[config.mk]
export PLATFORM = sky130hd
export DESIGN_NAME = txring_dma
export DESIGN_NICKNAME = d
export VERILOG_FILES = /design/src/rtl/txring_pkg.sv /design/src/rtl/txring_ring.sv /design/src/rtl/txring_fetch.sv /design/src/rtl/txring_regs.sv /design/src/rtl/txring_dma.sv
export SDC_FILE = /design/constraint.sdc
export NUM_CORES = 1
export LEC_CHECK = 0
export ABC_CLOCK_PERIOD_IN_PS = 6750
export CAP_MARGIN = 5
export CORE_MARGIN = 2
export CORE_UTILIZATION = 30
export DETAILED_ROUTE_END_ITERATION = 8
export GPL_ROUTABILITY_DRIVEN = 0
export PLACE_DENSITY = 0.61
export SYNTH_ARGS = -nofsm -noshare
export SYNTH_HDL_FRONTEND = slang
export SYNTH_SLANG_ARGS = --single-unit
[constraint.sdc]
create_clock -name clk -period 6.75 [get_ports clk]
set_input_delay 1.35 -clock clk [delete_from_list [all_inputs] [get_ports clk]]
set_output_delay 1.35 -clock clk [all_outputs]
set_load 0.005 [all_outputs]
[src/rtl/txring_pkg.sv]
package txring_pkg;

    localparam int REG_AW = 8;
    localparam int REG_W  = 32;

    localparam logic [REG_AW-1:0] A_ENABLE   = 8'h00;
    localparam logic [REG_AW-1:0] A_HALT     = 8'h04;
    localparam logic [REG_AW-1:0] A_DRAIN    = 8'h08;
    localparam logic [REG_AW-1:0] A_WRST     = 8'h0C;
    localparam logic [REG_AW-1:0] A_IRQ_EN   = 8'h10;
    localparam logic [REG_AW-1:0] A_IRQ_FLAG = 8'h14;
    localparam logic [REG_AW-1:0] A_BASE     = 8'h18;
    localparam logic [REG_AW-1:0] A_ADDR_HI  = 8'h1C;
    localparam logic [REG_AW-1:0] A_RLEN     = 8'h20;
    localparam logic [REG_AW-1:0] A_LEVEL    = 8'h24;
    localparam logic [REG_AW-1:0] A_WPTR     = 8'h28;
    localparam logic [REG_AW-1:0] A_RPTR     = 8'h2C;
    localparam logic [REG_AW-1:0] A_PEND     = 8'h30;
    localparam logic [REG_AW-1:0] A_ROOM     = 8'h34;
    localparam logic [REG_AW-1:0] A_DBG      = 8'h38;

    typedef enum logic [1:0] {
        FS_IDLE = 2'd0,
        FS_REQ  = 2'd1,
        FS_WAIT = 2'd2,
        FS_SEND = 2'd3
    } fetch_state_e;

endpackage

[src/rtl/txring_ring.sv]
// Combinational ring arithmetic: occupancy, free room, next read pointer.
module txring_ring #(
    parameter int OFF_W = 16
) (
    input  logic [OFF_W:0]   wr_ptr,
    input  logic [OFF_W:0]   rd_ptr,
    input  logic [OFF_W-1:0] rlen,
    output logic [OFF_W-1:0] pending,
    output logic [OFF_W-1:0] room,
    output logic [OFF_W:0]   rd_inc
);
    logic [OFF_W:0] diff;
    logic [OFF_W:0] step;

    always_comb begin
        diff = {1'b0, wr_ptr[OFF_W-1:0]} - {1'b0, rd_ptr[OFF_W-1:0]};
        if (wr_ptr[OFF_W] != rd_ptr[OFF_W]) begin
            diff = diff + {1'b0, rlen};
        end
        pending = diff[OFF_W-1:0];
        room    = rlen - diff[OFF_W-1:0];

        step = {1'b0, rd_ptr[OFF_W-1:0]} + {{OFF_W{1'b0}}, 1'b1};
        if (step == {1'b0, rlen}) begin
            rd_inc = {~rd_ptr[OFF_W], {OFF_W{1'b0}}};
        end else begin
            rd_inc = {rd_ptr[OFF_W], step[OFF_W-1:0]};
        end
    end
endmodule

[src/rtl/txring_fetch.sv]
// One-byte-at-a-time fetch engine: request, wait for response, present on stream.
module txring_fetch
    import txring_pkg::*;
(
    input  logic       clk,
    input  logic       rst_n,
    input  logic       go,
    input  logic       abort,
    input  logic       mem_rvalid,
    input  logic [7:0] mem_rdata,
    input  logic       tx_ready,
    output logic       mem_req,
    output logic       tx_valid,
    output logic [7:0] tx_data,
    output logic       advance,
    output logic       idle,
    output logic       mem_busy,
    output logic [1:0] state_o
);
    typedef struct packed {
        fetch_state_e state;
        logic [7:0]   data;
    } fetch_s;

    fetch_s f_d, f_q;

    always_comb begin
        f_d = f_q;
        unique case (f_q.state)
            FS_IDLE: if (go) f_d.state = FS_REQ;
            FS_REQ:  f_d.state = FS_WAIT;
            FS_WAIT: begin
                if (mem_rvalid) begin
                    f_d.state = FS_SEND;
                    f_d.data  = mem_rdata;
                end
            end
            FS_SEND: if (tx_ready) f_d.state = FS_IDLE;
            default: f_d.state = FS_IDLE;
        endcase
        if (abort) begin
            f_d.state = FS_IDLE;
        end
    end

    always_ff @(posedge clk or negedge rst_n) begin
        if (!rst_n) begin
            f_q <= '{state: FS_IDLE, data: 8'h00};
        end else begin
            f_q <= f_d;
        end
    end

    assign mem_req  = (f_q.state == FS_REQ);
    assign tx_valid = (f_q.state == FS_SEND);
    assign tx_data  = f_q.data;
    assign advance  = (f_q.state == FS_SEND) && tx_ready && !abort;
    assign idle     = (f_q.state == FS_IDLE);
    assign mem_busy = (f_q.state == FS_REQ) || (f_q.state == FS_WAIT);
    assign state_o  = f_q.state;
endmodule

[src/rtl/txring_regs.sv]
// Control and pointer registers with halt, drain, warm-reset and interrupt logic.
module txring_regs
    import txring_pkg::*;
#(
    parameter int OFF_W = 16,
    parameter int AW    = 32
) (
    input  logic              clk,
    input  logic              rst_n,
    input  logic              reg_wr,
    input  logic [REG_AW-1:0] reg_addr,
    input  logic [REG_W-1:0]  reg_wdata,
    input  logic [OFF_W-1:0]  pending,
    input  logic [OFF_W-1:0]  room,
    input  logic [OFF_W:0]    rd_inc,
    input  logic              advance,
    input  logic              fetch_idle,
    input  logic              mem_busy,
    output logic              en,
    output logic              halt,
    output logic              drain,
    output logic              irq_en,
    output logic              irq_flag,
    output logic              ext,
    output logic [AW-1:0]     base,
    output logic [OFF_W-1:0]  rlen,
    output logic [OFF_W-1:0]  level,
    output logic [OFF_W:0]    wptr,
    output logic [OFF_W:0]    rptr,
    output logic              wrst_pend,
    output logic              wrst_apply,
    output logic              go
);
    typedef struct packed {
        logic             en;
        logic             halt;
        logic             drain;
        logic             irq_en;
        logic             irq_flag;
        logic             ext;
        logic [AW-1:0]    base;
        logic [OFF_W-1:0] rlen;
        logic [OFF_W-1:0] level;
        logic [OFF_W:0]   wptr;
        logic [OFF_W:0]   rptr;
        logic             wrst_pend;
    } regs_s;

    regs_s r_d, r_q;
    logic [OFF_W:0] wr_norm;

    always_comb begin
        if (reg_wdata[OFF_W-1:0] == r_q.rlen) begin
            wr_norm = {~reg_wdata[OFF_W], {OFF_W{1'b0}}};
        end else begin
            wr_norm = reg_wdata[OFF_W:0];
        end
    end

    always_comb begin
        r_d        = r_q;
        wrst_apply = r_q.wrst_pend && !mem_busy;

        if (reg_wr) begin
            case (reg_addr)
                A_ENABLE:   r_d.en     = reg_wdata[0];
                A_HALT:     r_d.halt   = reg_wdata[0];
                A_DRAIN:    if (reg_wdata[0]) r_d.drain = 1'b1;
                A_WRST:     if (reg_wdata[0]) r_d.wrst_pend = 1'b1;
                A_IRQ_EN:   r_d.irq_en = reg_wdata[0];
                A_IRQ_FLAG: if (!reg_wdata[0]) r_d.irq_flag = 1'b0;
                A_BASE:     r_d.base   = reg_wdata[AW-1:0];
                A_ADDR_HI:  r_d.ext    = reg_wdata[0];
                A_RLEN:     r_d.rlen   = reg_wdata[OFF_W-1:0];
                A_LEVEL:    r_d.level  = reg_wdata[OFF_W-1:0];
                A_WPTR:     r_d.wptr   = wr_norm;
                default: ;
            endcase
        end

        if (advance) begin
            r_d.rptr = rd_inc;
        end

        if (r_q.halt && fetch_idle) begin
            r_d.en = 1'b0;
        end

        if (r_q.drain && fetch_idle && ((pending == '0) || !r_q.en)) begin
            r_d.drain = 1'b0;
        end

        if (r_q.en && (room >= r_q.level)) begin
            r_d.irq_flag = 1'b1;
        end

        if (wrst_apply) begin
            r_d.en        = 1'b0;
            r_d.halt      = 1'b0;
            r_d.drain     = 1'b0;
            r_d.irq_flag  = 1'b0;
            r_d.wptr      = '0;
            r_d.rptr      = '0;
            r_d.wrst_pend = 1'b0;
        end

        go = r_q.en && !r_q.halt && (pending != '0) && !r_q.wrst_pend;
    end

    always_ff @(posedge clk or negedge rst_n) begin
        if (!rst_n) begin
            r_q <= '0;
        end else begin
            r_q <= r_d;
        end
    end

    assign en        = r_q.en;
    assign halt      = r_q.halt;
    assign drain     = r_q.drain;
    assign irq_en    = r_q.irq_en;
    assign irq_flag  = r_q.irq_flag;
    assign ext       = r_q.ext;
    assign base      = r_q.base;
    assign rlen      = r_q.rlen;
    assign level     = r_q.level;
    assign wptr      = r_q.wptr;
    assign rptr      = r_q.rptr;
    assign wrst_pend = r_q.wrst_pend;
endmodule

[src/rtl/txring_dma.sv]
module txring_dma
    import txring_pkg::*;
#(
    parameter int OFF_W = 16,
    parameter int AW    = 32
) (
    input  logic              clk,
    input  logic              rst_n,
    input  logic              reg_wr,
    input  logic [REG_AW-1:0] reg_addr,
    input  logic [REG_W-1:0]  reg_wdata,
    output logic [REG_W-1:0]  reg_rdata,
    output logic              mem_req,
    output logic [AW:0]       mem_addr,
    input  logic              mem_rvalid,
    input  logic [7:0]        mem_rdata,
    output logic              tx_valid,
    output logic [7:0]        tx_data,
    input  logic              tx_ready,
    output logic              irq
);
    localparam int PAD_W = AW - OFF_W;

    logic             en_w, halt_w, drain_w, irq_en_w, irq_flag_w, ext_w;
    logic [AW-1:0]    base_w;
    logic [OFF_W-1:0] rlen_w, level_w, pending_w, room_w;
    logic [OFF_W:0]   wptr_w, rptr_w, rd_inc_w;
    logic             wrst_pend_w, wrst_apply_w, go_w;
    logic             advance_w, idle_w, mem_busy_w;
    logic [1:0]       fstate_w;

    txring_ring #(.OFF_W(OFF_W)) u_ring (
        .wr_ptr  (wptr_w),
        .rd_ptr  (rptr_w),
        .rlen    (rlen_w),
        .pending (pending_w),
        .room    (room_w),
        .rd_inc  (rd_inc_w)
    );

    txring_regs #(.OFF_W(OFF_W), .AW(AW)) u_regs (
        .clk        (clk),
        .rst_n      (rst_n),
        .reg_wr     (reg_wr),
        .reg_addr   (reg_addr),
        .reg_wdata  (reg_wdata),
        .pending    (pending_w),
        .room       (room_w),
        .rd_inc     (rd_inc_w),
        .advance    (advance_w),
        .fetch_idle (idle_w),
        .mem_busy   (mem_busy_w),
        .en         (en_w),
        .halt       (halt_w),
        .drain      (drain_w),
        .irq_en     (irq_en_w),
        .irq_flag   (irq_flag_w),
        .ext        (ext_w),
        .base       (base_w),
        .rlen       (rlen_w),
        .level      (level_w),
        .wptr       (wptr_w),
        .rptr       (rptr_w),
        .wrst_pend  (wrst_pend_w),
        .wrst_apply (wrst_apply_w),
        .go         (go_w)
    );

    txring_fetch u_fetch (
        .clk        (clk),
        .rst_n      (rst_n),
        .go         (go_w),
        .abort      (wrst_apply_w),
        .mem_rvalid (mem_rvalid),
        .mem_rdata  (mem_rdata),
        .tx_ready   (tx_ready),
        .mem_req    (mem_req),
        .tx_valid   (tx_valid),
        .tx_data    (tx_data),
        .advance    (advance_w),
        .idle       (idle_w),
        .mem_busy   (mem_busy_w),
        .state_o    (fstate_w)
    );

    assign mem_addr = {ext_w, base_w + {{PAD_W{1'b0}}, rptr_w[OFF_W-1:0]}};
    assign irq      = irq_flag_w && irq_en_w;

    always_comb begin
        reg_rdata = '0;
        case (reg_addr)
            A_ENABLE:   reg_rdata = REG_W'(en_w);
            A_HALT:     reg_rdata = REG_W'(halt_w);
            A_DRAIN:    reg_rdata = REG_W'(drain_w);
            A_IRQ_EN:   reg_rdata = REG_W'(irq_en_w);
            A_IRQ_FLAG: reg_rdata = REG_W'(irq_flag_w);
            A_BASE:     reg_rdata = REG_W'(base_w);
            A_ADDR_HI:  reg_rdata = REG_W'(ext_w);
            A_RLEN:     reg_rdata = REG_W'(rlen_w);
            A_LEVEL:    reg_rdata = REG_W'(level_w);
            A_WPTR:     reg_rdata = REG_W'(wptr_w);
            A_RPTR:     reg_rdata = REG_W'(rptr_w);
            A_PEND:     reg_rdata = REG_W'(pending_w);
            A_ROOM:     reg_rdata = REG_W'(room_w);
            A_DBG:      reg_rdata = REG_W'({fstate_w, wrst_pend_w, halt_w, en_w});
            default:    reg_rdata = '0;
        endcase
    end
endmodule

[After elaboration in Yosys (flattened, before gate mapping)]
Index checks and enable logic that the tools add are counted.
Storage, ports and cells
  flip-flop bits (word level): 115
  input port bits: 53
  output and inout bits: 76
  word-level logic and storage cells: 128
Cells by class
  add/sub/neg operators: 5
  $lt $le $gt $ge: 1
  equality and inequality tests: 24
  mux-type cells: 31
  bitwise logic cells: 2
  reductions and logical operators: 50
Operators by type and width (number)
  32-bit one-hot mux with 14 select lines: 1
  87-bit two-way mux: 1
  17-bit two-way mux: 4
  8-bit by 6-bit == test with 1-bit output, second input constant: 7
  16-bit two-way mux: 3
  35-bit two-way mux: 1
  32-bit by 16-bit adder with 32-bit output: 1
  8-bit by 5-bit == test with 1-bit output, second input constant: 4
  32-bit two-way mux: 1
  16-bit subtractor: 2
  3-bit nonzero test: 7
  2-bit AND reduction: 10
  16-bit by 1-bit adder with 17-bit output, second input constant: 1
  17-bit by 16-bit == test with 1-bit output: 1
  16-bit adder: 1
  16-bit == test: 1
  8-bit by 4-bit == test with 1-bit output, second input constant: 2
  16-bit greater-or-equal comparator: 1
  16-bit logical NOT: 1
  16-bit nonzero test: 1
  1-bit two-way mux: 14
  2-bit nonzero test: 7
  3-bit AND reduction: 4
  1-bit logical AND: 11
  15 further kinds: 26

[Logic depth before layout (Yosys ltp)]
  depth in word-level cells: 9
  mapped depth: 33
  gate-level depth less buffers: 33

[By module]
From an unflattened synthesis, not the netlist that was laid out.
Second synthesis, totals
  cells, all modules: 1146
  area total of the unflattened synthesis: 10306.1 um2
Modules (own cells, without submodules)
  txring_regs: instances 1, cells an instance 373, area an instance 4720.8 um2
  txring_ring: instances 1, cells an instance 438, area an instance 3071.7 um2
  txring_dma: instances 1, cells an instance 297, area an instance 2010.7 um2
  txring_fetch: instances 1, cells an instance 38, area an instance 503.0 um2

[Worst setup path before layout]
OpenSTA, ideal clock, no wires.
  kind: register to output
  start: register u_regs.r_q (netlist bit u_regs.rptr[0])
  end: output reg_rdata[14]
  data arrival time: 5.296 ns
  data required time: 5.400 ns
  setup slack: 0.104 ns
  cell stages (with the launch flop): 27
  cells stage by stage: dfrtp_1 -> ha_1 -> inv_1 -> fa_1 -> a211o_1 -> a21oi_1 -> nor2b_1 -> nor2_1 -> xnor2_1 -> ha_1 -> a21oi_1 -> nand2_1 -> o21a_1 -> a21oi_1 -> xnor2_1 -> mux2_2 -> inv_1 -> ha_1 -> a21o_1 -> a21oi_1 -> a21oi_1 -> maj3_2 -> o221ai_2 -> o211ai_2 -> maj3_2 -> a221o_1 -> nor2_1
Between the ends
  longest elaborated chain between the ends: 5
Ends and longest elaborated chain
  from (decl): RTL line txring_regs.sv:49  | regs_s r_d, r_q;
  from (signal assigned): RTL line txring_regs.sv:114  | r_q <= r_d;
  16-bit subtractor *: RTL line txring_ring.sv:16  | diff = {1'b0, wr_ptr[OFF_W-1:0]} - {1'b0, rd_ptr[OFF_W-1:0]};
  16-bit adder: RTL line txring_ring.sv:18  | diff = diff + {1'b0, rlen};
  16-bit two-way mux *: RTL line txring_ring.sv:17  | if (wr_ptr[OFF_W] != rd_ptr[OFF_W]) begin
  16-bit subtractor: RTL line txring_ring.sv:21  | room = rlen - diff[OFF_W-1:0];
  32-bit one-hot mux with 14 select lines *: RTL line txring_dma.sv:91  | case (reg_addr)
  to (decl): RTL line txring_dma.sv:12  | output logic [REG_W-1:0] reg_rdata,
Every way passes the cells marked *; elsewhere a longest branch is shown, timed or not.

[Worst setup path after layout]
  start: register u_regs.r_q (netlist bit u_regs.wptr[0])
  end: output reg_rdata[15]
Same word-level chain as after synthesis.

==> run metrics <==
setup tns final -1220 ps; standard cell core area 32700 sq um; part of the cycle the worst path needs 105%; post-DR vias/cell 5.44; share of synthesized flip-flops with an asynchronous set or reset 100%; capture instance of the worst register-to-register path u_regs.irq_flag; P_leak 0.00594 uW; number of top-level pins 129; Diodes inserted 0; met3 Use GR 4.74%; Worst path max stage delay 390 ps; most frequent cell on the critical path sky130_fd_sc_hd__a21oi_2; setup repair after global routing missed its margin true; grt total ovfl 0; clock root buffer sky130_fd_sc_hd__clkbuf_16; GR Layer Usage met2 33.0%; most heavily used metal layer in global routing met2; top area cells in the synthesized netlist sky130_fd_sc_hd__dfrtp_1 (29%), sky130_fd_sc_hd__ha_1 (9.7%), sky130_fd_sc_hd__mux2_2 (8.4%); number of clock sinks seen by CTS 115; Hold Path Depth 1; DR DRC count 0; final instance count without filler cells 1776; placed cells 1726; outcome finished, violations left; All-Layer GR Usage 20.6%; Worst Path Max Fanout 3; Util after Layout 40.7%; flip-flop and latch count after synthesis 115; Reg2Reg Depth 33; Post-synth EDFFs 0; time the worst path needs with I/O delays and setup 7070 ps; power density relative to cell area 358 nW/um^2; antenna violations before repair 0; met1 global-route usage 27.3%; count of synthesis-stage warnings from yosys 0; Detailed Routing Iterations Pass 1 6; antenna viol nets, final 0; Max IR drop VDD 198 uV; sum of routed wire length over all layers 36100 um; count of distinct cell types in the synthesized netlist 80; via count of the first global-routing pass 9669; area enclosed by the die boundary 34800 sq um; CTS H-tree lvls 4; Worst path top cell family by delay compound AO/OA/AOI/OAI gates; Setup Skew 6.38 ps; slew at the pin closest to its max-slew limit 1090 ps; total chip power 4760 uW; fraction of synthesized cell area taken by the top area cell type 28.7%; critical path data required time 5400 ps; total via count in the routed design 9654; terminating pin of the worst hold path u_regs.drain; Net Count, Synth 1241; y dimension of the die 187 um; CP max stage cell sky130_fd_sc_hd__dfrtp_1; Critical R2R Launch u_regs.wptr[0]; number of buffers and inverters on the critical path 5; fillers 3245; pin count of the biggest net entering global routing 60; area overhead of the layout relative to synthesis 32.9%; HPWL reported at the end of detailed placement 26900 um; fraction of layout cells with a size suffix above 1 21.6%; Die W 187 um; clock insertion delay at the later pin of the skew report 430 ps; Initial Utilization 30.6%; setup slack of the worst register-to-register path 200 ps; Maximum Capacitance Violations 0; type of element launching the critical path register; type of the setup path with the least slack reg -> out; global-route wire length before repair 56000 um; cts hold-fix bufs 0; average size of a mapped cell 9.05 sq um; leading area contributor after synthesis sky130_fd_sc_hd__dfrtp_1; TritonCTS clock tree yes; iteration-0 DRC count of the detailed router 938; site row count 66; critical path data arrival time 5720 ps; worst-case hold slack 504 ps; Top FF cell, synth sky130_fd_sc_hd__dfrtp_1; Final Net Count 1456; Bufs on Longest Clock Path 2; post-synthesis cell area 10000 sq um; CTS clock-pin slew for the worst setup and hold paths 60 ps; final hold violations 0; detail-routed net length per standard cell 20.3 um; Max-Slew Margin vs Limit 27.5%; final critical-path setup slack -316 ps; sequential area share after synthesis 28.7%; failing checks setup timing; # port buffers 128; class of the tightest hold or removal check reg -> reg; max-slew violation total from the final report 0; post-synthesis cell count 1106; number of setup violations in the final report 6; critical hold path startpoint u_regs.drain; Max Fclk 0.142 GHz; number of buffers created by CTS 17; Critical Path End Type primary output
metrics by stage:
| stage | setup slack, ps | area [sq um] |
|---|---|---|
| after global placement | -332 | 12400 |
| final | -316 | 13300 |
| after detailed placement | -417 | 12400 |
| after CTS | -272 | 13200 |
| after floorplan | 104 | 10000 |
| after global routing | -587 | 13300 |
synthesized netlist by cell type, drive strengths merged (3+ instances only):
| cell type | n |
|---|---|
| a211o | 5 |
| a211oi | 11 |
| a21boi | 10 |
| a21o | 29 |
| a21oi | 53 |
| a221oi | 3 |
| a222oi | 14 |
| a22o | 16 |
| a22oi | 26 |
| a311oi | 4 |
| a31oi | 7 |
| and2 | 26 |
| and3 | 12 |
| buf | 14 |
| clkbuf | 25 |
| dfrtp | 115 |
| fa | 4 |
| ha | 78 |
| inv | 66 |
| maj3 | 4 |
| mux2 | 75 |
| mux2i | 7 |
| nand2 | 73 |
| nand2b | 9 |
| nand3 | 35 |
| nand4 | 12 |
| nor2 | 70 |
| nor2b | 19 |
| nor3 | 23 |
| nor4 | 8 |
| o2111ai | 10 |
| o211ai | 9 |
| o21a | 12 |
| o21ai | 55 |
| o31a | 6 |
| o31ai | 13 |
| o32ai | 3 |
| or2 | 7 |
| or3 | 7 |
| xnor2 | 72 |
| xor2 | 35 |
area by class of cell:
type                            instances  area, sq um  share of cell area (%)
Timing Repair Buffer                  235         2070                    15.6
Tap cell                              442          553                    4.16
Sequential cell                       115         2880                    21.6
Clock buffer                           17          425                    3.20
Clock inverter                         15          229                    1.72
Inverter                               66          250                    1.88
Multi-Input combinational cell        886         6890                    51.8
cells in the final DEF, fill, tap and decap left out, types with 7 or more instances in the layout:
cell                              instances
sky130_fd_sc_hd__a211oi_1                 7
sky130_fd_sc_hd__a21boi_0                 9
sky130_fd_sc_hd__a21o_1                  27
sky130_fd_sc_hd__a21oi_1                 45
sky130_fd_sc_hd__a21oi_2                  7
sky130_fd_sc_hd__a222oi_1                14
sky130_fd_sc_hd__a22o_1                  16
sky130_fd_sc_hd__a22oi_1                 26
sky130_fd_sc_hd__a31oi_1                  7
sky130_fd_sc_hd__and2_1                  26
sky130_fd_sc_hd__and3_1                  11
sky130_fd_sc_hd__buf_4                  107
sky130_fd_sc_hd__clkbuf_16               17
sky130_fd_sc_hd__clkdlybuf4s50_1        119
sky130_fd_sc_hd__dfrtp_1                115
sky130_fd_sc_hd__ha_1                    74
sky130_fd_sc_hd__inv_1                   62
sky130_fd_sc_hd__mux2_2                  74
sky130_fd_sc_hd__nand2_1                 71
sky130_fd_sc_hd__nand2b_1                 9
sky130_fd_sc_hd__nand3_1                 33
sky130_fd_sc_hd__nand4_1                 12
sky130_fd_sc_hd__nor2_1                  68
sky130_fd_sc_hd__nor2b_1                 18
sky130_fd_sc_hd__nor3_1                  20
sky130_fd_sc_hd__nor4_1                   7
sky130_fd_sc_hd__o2111ai_1                8
sky130_fd_sc_hd__o211ai_1                 8
sky130_fd_sc_hd__o21a_1                  12
sky130_fd_sc_hd__o21ai_0                 48
sky130_fd_sc_hd__o31ai_1                 10
sky130_fd_sc_hd__xnor2_1                 70
sky130_fd_sc_hd__xor2_1                  34
state kept, by name, indices dropped and copies added, names as in the netlist:
signal            cells
u_fetch.tx_data       8
u_regs.base          32
u_regs.ext            1
u_regs.irq_flag       1
u_regs.halt           1
u_regs.drain          1
u_regs.level         16
u_fetch.state_o       2
u_regs.irq_en         1
u_regs.wptr          17
u_regs.en             1
u_regs.rptr          17
u_regs.wrst_pend      1
u_regs.rlen          16
power breakdown:
part | switching (uW) | internal (uW)
Combinational | 1490 | 1420
Sequential | 70.3 | 759
Clock | 372 | 659
Total | 1930 | 2830
worst max path at each step:
stage                         from       endpoint  slack, ps  depth (start not counted)
finish              u_regs.wptr[0]  reg_rdata[15]       -320                         30
floorplan           u_regs.rptr[0]  reg_rdata[14]        100                         26
CTS                 u_regs.wptr[0]  reg_rdata[13]       -270                         30
global placement    u_regs.wptr[0]  reg_rdata[15]       -330                         30
detailed placement  u_regs.wptr[0]  reg_rdata[15]       -420                         30
global route        u_regs.wptr[0]  reg_rdata[13]       -590                         31
what timing repair did:
| item | 4_1_cts | 5_1_grt |
|---|---|---|
| setup endpoints to repair | 8 | 10 |
| setup buffers | 11 | 7 |
| gates cloned | 0 | 0 |
| pin swaps | 27 | 19 |
| resized for setup | 48 | 11 |
layer usage:
layer | routed length, um | vias up
met2 | 16500 | 406
met5 | 0 | -
met1 | 15900 | 4681
li1 | - | 4506
met4 | 952 | 0
met3 | 2760 | 61
logic make-up (layout without fill, tap and decap cells):
| group | Yosys count | count (layout) | synth area share (%) |
|---|---|---|---|
| buffers and inverters | 105 | 333 | 4.09 |
| XOR/XNOR | 107 | 107 | 9.36 |
| flip-flops | 115 | 115 | 28.7 |
| AND/OR/NAND/NOR | 309 | 309 | 15.5 |
| adder cells (fa/ha/maj) | 86 | 86 | 11.0 |
| multiplexers | 82 | 82 | 9.17 |
| AO/OA/AOI/OAI | 302 | 302 | 22.1 |
No activity file was read; power rests on OpenSTA's default activity.
